**config.mk**
```make
export PLATFORM = sky130hd
export DESIGN_NAME = gpio_irq_bank
export DESIGN_NICKNAME = d
export VERILOG_FILES = /design/src/rtl/gpb_pkg.sv /design/src/rtl/gpb_sync.sv /design/src/rtl/gpb_regs.sv /design/src/rtl/gpb_detect.sv /design/src/rtl/gpio_irq_bank.sv
export SDC_FILE = /design/constraint.sdc
export NUM_CORES = 1
export LEC_CHECK = 0
export BUFFER_PORTS_ARGS = -buffer_cell sky130_fd_sc_hd__buf_2
export CORE_MARGIN = 3
export CORE_UTILIZATION = 55
export CTS_CLUSTER_DIAMETER = 120
export DETAILED_ROUTE_END_ITERATION = 7
export GPL_TIMING_DRIVEN = 1
export PLACE_DENSITY = 0.81
export RECOVER_POWER = 100
export SLEW_MARGIN = 20
export SYNTH_ARGS = -nofsm -noshare
export SYNTH_HDL_FRONTEND = slang
export SYNTH_HIERARCHICAL = 1
export SYNTH_SLANG_ARGS = --single-unit
```
**constraint.sdc**
```tcl
create_clock -name clk -period 2.47 [get_ports clk]
set_input_delay 0.494 -clock clk [delete_from_list [all_inputs] [get_ports clk]]
set_output_delay 0.494 -clock clk [all_outputs]
set_load 0.1 [all_outputs]
```
**src/rtl/gpb_pkg.sv**
```systemverilog
package gpb_pkg;
  typedef enum logic [2:0] {
    RA_OUT  = 3'd0,
    RA_OE   = 3'd1,
    RA_IN   = 3'd2,
    RA_EDGE = 3'd3,
    RA_POL  = 3'd4,
    RA_IEN  = 3'd5,
    RA_CLR  = 3'd6,
    RA_STAT = 3'd7
  } reg_addr_e;
endpackage

```
**src/rtl/gpb_sync.sv**
```systemverilog
module gpb_sync #(
  parameter int W      = 16,
  parameter int STAGES = 2
) (
  input  logic         clk,
  input  logic         rst,
  input  logic [W-1:0] d,
  output logic [W-1:0] q
);
  logic [STAGES-1:0][W-1:0] chain;

  generate
    for (genvar s = 0; s < STAGES; s++) begin : g_stage
      if (s == 0) begin : g_first
        always_ff @(posedge clk) begin
          if (rst) chain[0] <= '0;
          else     chain[0] <= d;
        end
      end else begin : g_next
        always_ff @(posedge clk) begin
          if (rst) chain[s] <= '0;
          else     chain[s] <= chain[s-1];
        end
      end
    end
  endgenerate

  assign q = chain[STAGES-1];
endmodule

```
**src/rtl/gpb_regs.sv**
```systemverilog
module gpb_regs
  import gpb_pkg::*;
#(
  parameter int NPIN = 16,
  parameter int DW   = 32
) (
  input  logic          clk,
  input  logic          rst,
  input  logic          we,
  input  logic [2:0]    addr,
  input  logic [DW-1:0] wdata,
  output logic [DW-1:0] out_q,
  output logic [DW-1:0] oe_q,
  output logic [DW-1:0] edge_q,
  output logic [DW-1:0] pol_q,
  output logic [DW-1:0] ien_q,
  output logic [DW-1:0] clr_vec
);
  localparam logic [DW-1:0] USED = DW'((64'd1 << NPIN) - 64'd1);

  logic [DW-1:0] wmask;
  assign wmask = wdata & USED;

  always_ff @(posedge clk) begin
    if (rst) begin
      out_q  <= '0;
      oe_q   <= '0;
      edge_q <= '0;
      pol_q  <= '0;
      ien_q  <= '0;
    end else if (we) begin
      case (reg_addr_e'(addr))
        RA_OUT:  out_q  <= wmask;
        RA_OE:   oe_q   <= wmask;
        RA_EDGE: edge_q <= wmask;
        RA_POL:  pol_q  <= wmask;
        RA_IEN:  ien_q  <= wmask;
        default: ;
      endcase
    end
  end

  always_comb begin
    clr_vec = '0;
    if (we && reg_addr_e'(addr) == RA_CLR) clr_vec = wmask;
  end
endmodule

```
**src/rtl/gpb_detect.sv**
```systemverilog
module gpb_detect #(
  parameter int NPIN = 16
) (
  input  logic            clk,
  input  logic            rst,
  input  logic [NPIN-1:0] lvl,
  input  logic [NPIN-1:0] edge_sel,
  input  logic [NPIN-1:0] pol,
  input  logic [NPIN-1:0] clr,
  output logic [NPIN-1:0] status
);
  logic [NPIN-1:0] prev;
  logic [NPIN-1:0] hit;

  always_ff @(posedge clk) begin
    if (rst) prev <= '0;
    else     prev <= lvl;
  end

  generate
    for (genvar i = 0; i < NPIN; i++) begin : g_pin
      logic rise, fall, lvl_match;
      assign rise      = lvl[i] & ~prev[i];
      assign fall      = ~lvl[i] & prev[i];
      assign lvl_match = (lvl[i] == pol[i]);
      assign hit[i]    = edge_sel[i] ? (pol[i] ? rise : fall) : lvl_match;

      always_ff @(posedge clk) begin
        if (rst)         status[i] <= 1'b0;
        else if (hit[i]) status[i] <= 1'b1;
        else if (clr[i]) status[i] <= 1'b0;
      end
    end
  endgenerate
endmodule

```
**src/rtl/gpio_irq_bank.sv**
```systemverilog
module gpio_irq_bank
  import gpb_pkg::*;
#(
  parameter int NPIN        = 16,
  parameter int DW          = 32,
  parameter int SYNC_STAGES = 2
) (
  input  logic            clk,
  input  logic            rst,
  input  logic            bus_we,
  input  logic [2:0]      bus_addr,
  input  logic [DW-1:0]   bus_wdata,
  output logic [DW-1:0]   bus_rdata,
  input  logic [NPIN-1:0] pin_in,
  output logic [NPIN-1:0] pin_out,
  output logic [NPIN-1:0] pin_oe,
  output logic            irq
);
  logic [DW-1:0]   out_q, oe_q, edge_q, pol_q, ien_q, clr_vec;
  logic [NPIN-1:0] lvl_s;
  logic [NPIN-1:0] status_q;
  logic [DW-1:0]   lvl_w, stat_w;

  gpb_sync #(.W(NPIN), .STAGES(SYNC_STAGES)) u_sync (
    .clk(clk), .rst(rst), .d(pin_in), .q(lvl_s)
  );

  gpb_regs #(.NPIN(NPIN), .DW(DW)) u_regs (
    .clk(clk), .rst(rst), .we(bus_we), .addr(bus_addr), .wdata(bus_wdata),
    .out_q(out_q), .oe_q(oe_q), .edge_q(edge_q), .pol_q(pol_q),
    .ien_q(ien_q), .clr_vec(clr_vec)
  );

  gpb_detect #(.NPIN(NPIN)) u_det (
    .clk(clk), .rst(rst), .lvl(lvl_s),
    .edge_sel(edge_q[NPIN-1:0]), .pol(pol_q[NPIN-1:0]),
    .clr(clr_vec[NPIN-1:0]), .status(status_q)
  );

  always_comb begin
    lvl_w  = '0;
    stat_w = '0;
    lvl_w[NPIN-1:0]  = lvl_s;
    stat_w[NPIN-1:0] = status_q;
  end

  always_ff @(posedge clk) begin
    if (rst) begin
      bus_rdata <= '0;
      irq       <= 1'b0;
    end else begin
      irq <= |(stat_w & ien_q);
      case (reg_addr_e'(bus_addr))
        RA_OUT:  bus_rdata <= out_q;
        RA_OE:   bus_rdata <= oe_q;
        RA_IN:   bus_rdata <= lvl_w;
        RA_EDGE: bus_rdata <= edge_q;
        RA_POL:  bus_rdata <= pol_q;
        RA_IEN:  bus_rdata <= ien_q;
        RA_STAT: bus_rdata <= stat_w;
        default: bus_rdata <= '0;
      endcase
    end
  end

  assign pin_out = out_q[NPIN-1:0];
  assign pin_oe  = oe_q[NPIN-1:0];
endmodule

```
==> results of run 1 <==
==> final timing paths <==
kind	startpoint	end	slack, ns	cells after the start
setup / recovery	bus_rdata[10]	bus_rdata[10]	0.38	1
hold / removal	pin_in[8]	u_sync/chain[8]	0.27	2
setup reg to reg	u_regs/out_q[4]	bus_rdata[4]	1.10	4
hold reg to reg	u_sync/chain[0]	u_sync/q[0]	0.44	1
==> through the flow <==
step,hold slack [ns],worst slack [ns]
after floorplan,0.414,0.838
after global placement,0.418,0.436
after CTS,0.253,0.696
after global routing,0.265,0.338
final,0.268,0.376
after detailed placement,0.422,0.364
==> flip-flops by register name, indices dropped and copies added (netlist names) <==
signal,cells
u_regs/pol_q,16
bus_rdata,32
u_regs/out_q,16
u_regs/edge_q,16
u_det/status,16
u_regs/oe_q,16
u_det/prev,16
u_sync/chain,16
u_regs/ien_q,16
irq,1
u_sync/q,16
==> cell usage in the layout (no fill, tap or decap), drive strengths merged, types with 4 or more instances in the layout <==
master,n
dfxtp,177
nand2b,126
mux2i,111
buf,86
conb,80
clkbuf,62
nor2b,60
a22oi,33
a211oi,29
o22ai,27
nand2,22
nor2,22
inv,22
o21ai,18
a31oi,17
and2,17
nand3,16
mux2,14
o21a,13
o32ai,4
a21oi,4
clkinv,4
==> final cells by class <==
type | count | area (µm²)
fill | 1321 | 5920
multi-input combinational | 637 | 4320
sequential | 177 | 3540
timing repair buffer | 128 | 656
clock buffer | 20 | 437
tap | 211 | 264
clock inverter | 12 | 158
inverter | 20 | 75.1
==> routing by layer <==
metal	up-vias	global-route usage (%)	share of wire, %
met1	2953	30.2	46
met5	-	0	0
li1	3094	-	-
met4	0	9.10	2.2
met2	188	34.0	46
met3	32	5.04	6.4
==> power by group <==
part           internal, µW  total [µW]  leakage [µW]  switching [µW]
Clock                  1600        2720      0.000281            1120
Combinational           265         899       0.00236             634
Sequential             2970        3040       0.00145            71.0
==> impl_metrics.env, run 1 <==
export IMPL_grt_max_degree=43
export IMPL_leakage_uw=0.00409
export IMPL_post_cts_buffers=0
export IMPL_clock_sinks=177
export IMPL_end_kind="output port"
export IMPL_fin_crit_sh_pct=84.8
export IMPL_clock_latency_ns=0.43
export IMPL_via_count=6267
export IMPL_cts_buffers=17
export IMPL_cts_tree="built"
export IMPL_tns_ns=0
export IMPL_drc=0
export IMPL_synth_cells=910
export IMPL_rsz0062_at_grt="no"
export IMPL_critPathArrivalTime_ns=1.60
export IMPL_fin_cells=1205
export IMPL_vias_per_cell=5.20
export IMPL_htree_levels=4
export IMPL_peakVddDrop_mv=0.471
export IMPL_worstHoldPathType="in2reg"
export IMPL_die_w_um=132
export IMPL_die_area_mm2=0.0174
export IMPL_cts_root_buf="clkbuf_16"
export IMPL_cpPeakStageDelay_ns=0.86
export IMPL_worst_path_max_fanout=1
export IMPL_syn_avg_cell_area_um2=9.59
export IMPL_avgRoutedWirePerCell_um=16.1
export IMPL_diodes=0
export IMPL_rows=45
export IMPL_antenna_found_initial=0
export IMPL_core_area_mm2=0.0154
export IMPL_place_gp_congestion=0.874
export IMPL_cts_path_max_buffers=2
export IMPL_postCtsResizedCells=0
export IMPL_portBuffers=102
export IMPL_yosysWarnings=6
export IMPL_areaGrowthSynthToFinish_pct=8.26
export IMPL_worst_path_buf_inv=1
export IMPL_timing_setup_critical_path_class="reg2out"
export IMPL_critPathTopFamily="buffers and inverters"
export IMPL_die_h_um=132
export IMPL_dr_pass1_iters=5
export IMPL_wl_um=19400
export IMPL_nets=1035
export IMPL_p_total_uw=6660
export IMPL_top_level_ports=119
export IMPL_skew_ns=0.00777
export IMPL_design_area_mm2=0.00945
export IMPL_drv_cap=0
export IMPL_cp_cell_sequence="clkbuf_1"
export IMPL_utilization_pct=61.5
export IMPL_required_ns=1.98
export IMPL_hold_viol=0
export IMPL_finalCriticalPeriod_ns=2.09
export IMPL_drive_above_1_share_pct=14.2
export IMPL_powerDensity_mw_per_mm2=704
export IMPL_placed_cell_area_mm2=0.00897
export IMPL_hold_buffers=0
export IMPL_grt_pass1_wl_um=31100
export IMPL_timing_fmax_mhz=478
export IMPL_hpwlAfterDp_um=13400
export IMPL_grtUsageTotal_pct=22.1
export IMPL_post_place_cells=1173
export IMPL_setup_viol=0
export IMPL_worst_pin_slew_ns=1.31
export IMPL_critPathSlowestCell="clkbuf_1"
export IMPL_syn_area_mm2=0.00873
export IMPL_start_kind="register"
export IMPL_max_slew_margin_rel_pct=13.0
export IMPL_postRouteAntennaNets=0
export IMPL_overflow=0
export IMPL_initial_core_util_pct=56.8
export IMPL_grt_pass1_vias=6078
export IMPL_drv_slew=0
export IMPL_drt_iter0_markers=478
export IMPL_clk_pin_slew_ns=0.06
export IMPL_outcome="finished, final reports clean"
(Power assumes the default switching activity.)
==> inputs of run 2 (changes only) <==
--- a/config.mk
+++ b/config.mk
@@ -5,13 +5,14 @@
 export SDC_FILE = /design/constraint.sdc
 export NUM_CORES = 1
 export LEC_CHECK = 0
+export ABC_AREA = 1
 export BUFFER_PORTS_ARGS = -buffer_cell sky130_fd_sc_hd__buf_2
 export CORE_MARGIN = 3
 export CORE_UTILIZATION = 55
 export CTS_CLUSTER_DIAMETER = 120
 export DETAILED_ROUTE_END_ITERATION = 7
 export GPL_TIMING_DRIVEN = 1
-export PLACE_DENSITY = 0.81
+export PLACE_DENSITY = 0.8
 export RECOVER_POWER = 100
 export SLEW_MARGIN = 20
 export SYNTH_ARGS = -nofsm -noshare
==> constraint.sdc (replaced) <==
create_clock -name clk -period 2.2 [get_ports clk]
set_input_delay 0.44 -clock clk [delete_from_list [all_inputs] [get_ports clk]]
set_output_delay 0.44 -clock clk [all_outputs]
set_load 0.1 [all_outputs]
==> run 2 against run 1 <==
Compared with the run above:
- die area rose by 5.0%
- sequential cell count stayed put
- highest routed layer unchanged
- clock skew shrank 0.0012 ns
- synthesized cell count is 55% higher
- largest power group unchanged
- final cell count rose by 40%
- combinational power increased by 31%
- first-iteration DRC count rose by 69%
- sequential share of layout area shrank 2.1 points
- register-to-register slack better by 0.03 ns
- clock-buffer cell count is 1 lower
==> impl_metrics.env, run 2 <==
export IMPL_postCtsResizedCells=0
export IMPL_switching_share_pct=28.6
export IMPL_die_area_mm2=0.0183
export IMPL_p_int_uw=5610
export IMPL_critPathSlowestCell="nand3_1"
export IMPL_skew_ns=0.00658
export IMPL_tns_ns=0
export IMPL_synth_cells=1408
export IMPL_die_w_um=135
export IMPL_hold_end="u_sync/chain[7]"
export IMPL_portBuffers=102
export IMPL_die_h_um=135
export IMPL_yosysWarnings=6
export IMPL_hold_viol=0
export IMPL_antenna_found_initial=1
export IMPL_vias_per_cell=5.00
export IMPL_min_delay_start="pin_in[7]"
export IMPL_p_switching_uw=2250
export IMPL_final_cell_mix="nor2_1 (326), nand2_1 (299), nand3_1 (177), dfxtp_1 (177), inv_1 (133)"
export IMPL_core_area_mm2=0.0161
export IMPL_areaGrowthSynthToFinish_pct=8.77
export IMPL_cts_root_buf="clkbuf_16"
export IMPL_worstHoldPathType="in2reg"
export IMPL_htree_levels=4
export IMPL_rsz0062_at_grt="no"
export IMPL_clk_pin_slew_ns=0.07
export IMPL_leakage_uw=0.00488
export IMPL_fin_crit_sh_pct=81.9
export IMPL_timing_setup_critical_path_class="in2reg"
export IMPL_powerDensity_mw_per_mm2=786
export IMPL_timing_fmax_mhz=555
export IMPL_multi_input_area_mm2=0.00425
export IMPL_peakVddDrop_mv=0.570
export IMPL_top_level_ports=119
export IMPL_r2r_setup_slack_ns=1.13
export IMPL_cpPeakStageDelay_ns=0.73
export IMPL_drv_cap=0
export IMPL_num_fill_cells=1521
export IMPL_cts_tree="built"
export IMPL_place_gp_congestion=0.895
export IMPL_grtUsageTotal_pct=25.2
export IMPL_cts_buffers=17
export IMPL_postRouteAntennaNets=0
export IMPL_clock_latency_ns=0.43
export IMPL_overflow=0
export IMPL_cp_cell_sequence="buf_2, nand3_1, nor2_1, nor2_1, a21oi_1"
export IMPL_rows=46
export IMPL_power_frac_seq_pct=43.9
export IMPL_syn_area_mm2=0.00919
export IMPL_worst_path_max_fanout=17
export IMPL_wl_um=23200
export IMPL_dr_pass1_iters=8
export IMPL_clock_sinks=177
export IMPL_power_frac_clock_pct=41.1
export IMPL_via_count=8460
export IMPL_largest_reg_flops=32
export IMPL_drive_above_1_share_pct=12.3
export IMPL_utilization_pct=62.0
export IMPL_setup_viol=0
export IMPL_drt_iter0_markers=809
export IMPL_critPathTopFamily="simple AND/OR/NAND/NOR gates"
export IMPL_p_comb_share_pct=15.0
export IMPL_layout_commonest_cell="nor2_1"
export IMPL_timing_rr_end="bus_rdata[14]"
export IMPL_p_total_uw=7860
export IMPL_hpwlAfterDp_um=14900
export IMPL_r2r_worst_path_cells=4
export IMPL_post_place_cells=1659
export IMPL_drv_slew=0
export IMPL_grt_pass1_wl_um=36900
export IMPL_grt_max_degree=83
export IMPL_grt_pass1_vias=7434
export IMPL_worst_path_buf_inv=1
export IMPL_cts_path_max_buffers=2
export IMPL_drc=0
export IMPL_max_slew_margin_rel_pct=26.6
export IMPL_start_kind="input port"
export IMPL_post_cts_buffers=0
export IMPL_initial_core_util_pct=57.0
export IMPL_end_kind="register"
export IMPL_avgRoutedWirePerCell_um=13.7
export IMPL_worst_pin_slew_ns=1.10
export IMPL_critPathArrivalTime_ns=2.11
export IMPL_holdWs_ns=0.211
export IMPL_regMostFlops="bus_rdata"
export IMPL_nets=1516
export IMPL_finalCriticalPeriod_ns=1.80
export IMPL_r2r_start="u_regs/oe_q[14]"
export IMPL_cpMostUsedCell="nor2_1"
export IMPL_whs_path_depth=3
export IMPL_required_ns=2.51
export IMPL_syn_avg_cell_area_um2=6.53
export IMPL_hold_buffers=0
export IMPL_fin_cells=1691
export IMPL_register_area_mm2=0.00354
export IMPL_outcome="finished, final reports clean"
## run 2: cell type report
| cell class | instances | area share, % |
|---|---|---|
| Multi-Input combinational cell | 995 | 42.5 |
| Sequential cell | 177 | 35.4 |
| Timing Repair Buffer | 131 | 7.71 |
| Inverter | 140 | 5.33 |
| Clock buffer | 19 | 4.33 |
| Tap cell | 216 | 2.70 |
| Clock inverter | 12 | 1.90 |
| Antenna cell | 1 | 0.0250 |
## run 2: worst reg2reg max path: cells and delay by family, from the launching register on
| family | cells | cell delay [ns] |
|---|---|---|
| buffers and inverters | 1 | 0.07 |
| DFF | 1 | 0.43 |
| and+or+nand+nor | 2 | 0.17 |
| AOI/OAI and AO/OA | 1 | 0.28 |
## run 2: worst max path at each step
stage                         start              end  cells past startpoint
global placement        bus_addr[1]    bus_rdata[14]                      6
detailed placement      bus_addr[1]  u_det/status[7]                      8
finish                  bus_addr[0]    bus_rdata[14]                      5
floorplan               bus_addr[2]  u_det/status[7]                     10
global route            bus_addr[2]     bus_rdata[4]                      6
CTS                 u_regs/oe_q[14]       pin_oe[14]                      1
## run 2: layer usage
metal | vias to the layer above | GRT usage [%] | part of all wire [%]
li1 | 4328 | - | -
met2 | 356 | 41.5 | 47
met1 | 3736 | 33.1 | 43
met5 | - | 0 | 0
met3 | 40 | 5.16 | 8.0
met4 | 0 | 8.51 | 1.7
## run 2: stage by stage
stage	area [µm²]	setup slack [ns]
after floorplan	9490	0.773
after global placement	9400	0.326
after detailed placement	9400	0.309
after CTS	10000	0.449
after global routing	10000	0.289
final	10000	0.398
## run 2: power groups by stage
stage	clock network (µW)	registers [µW]	logic, µW
6_report	3230	3450	1180
4_1_cts	3270	3440	1170
3_5_place_dp	0	3510	1160
5_1_grt	3400	3460	1280
2_1_floorplan	0	3870	674
3_3_place_gp	0	3510	1150
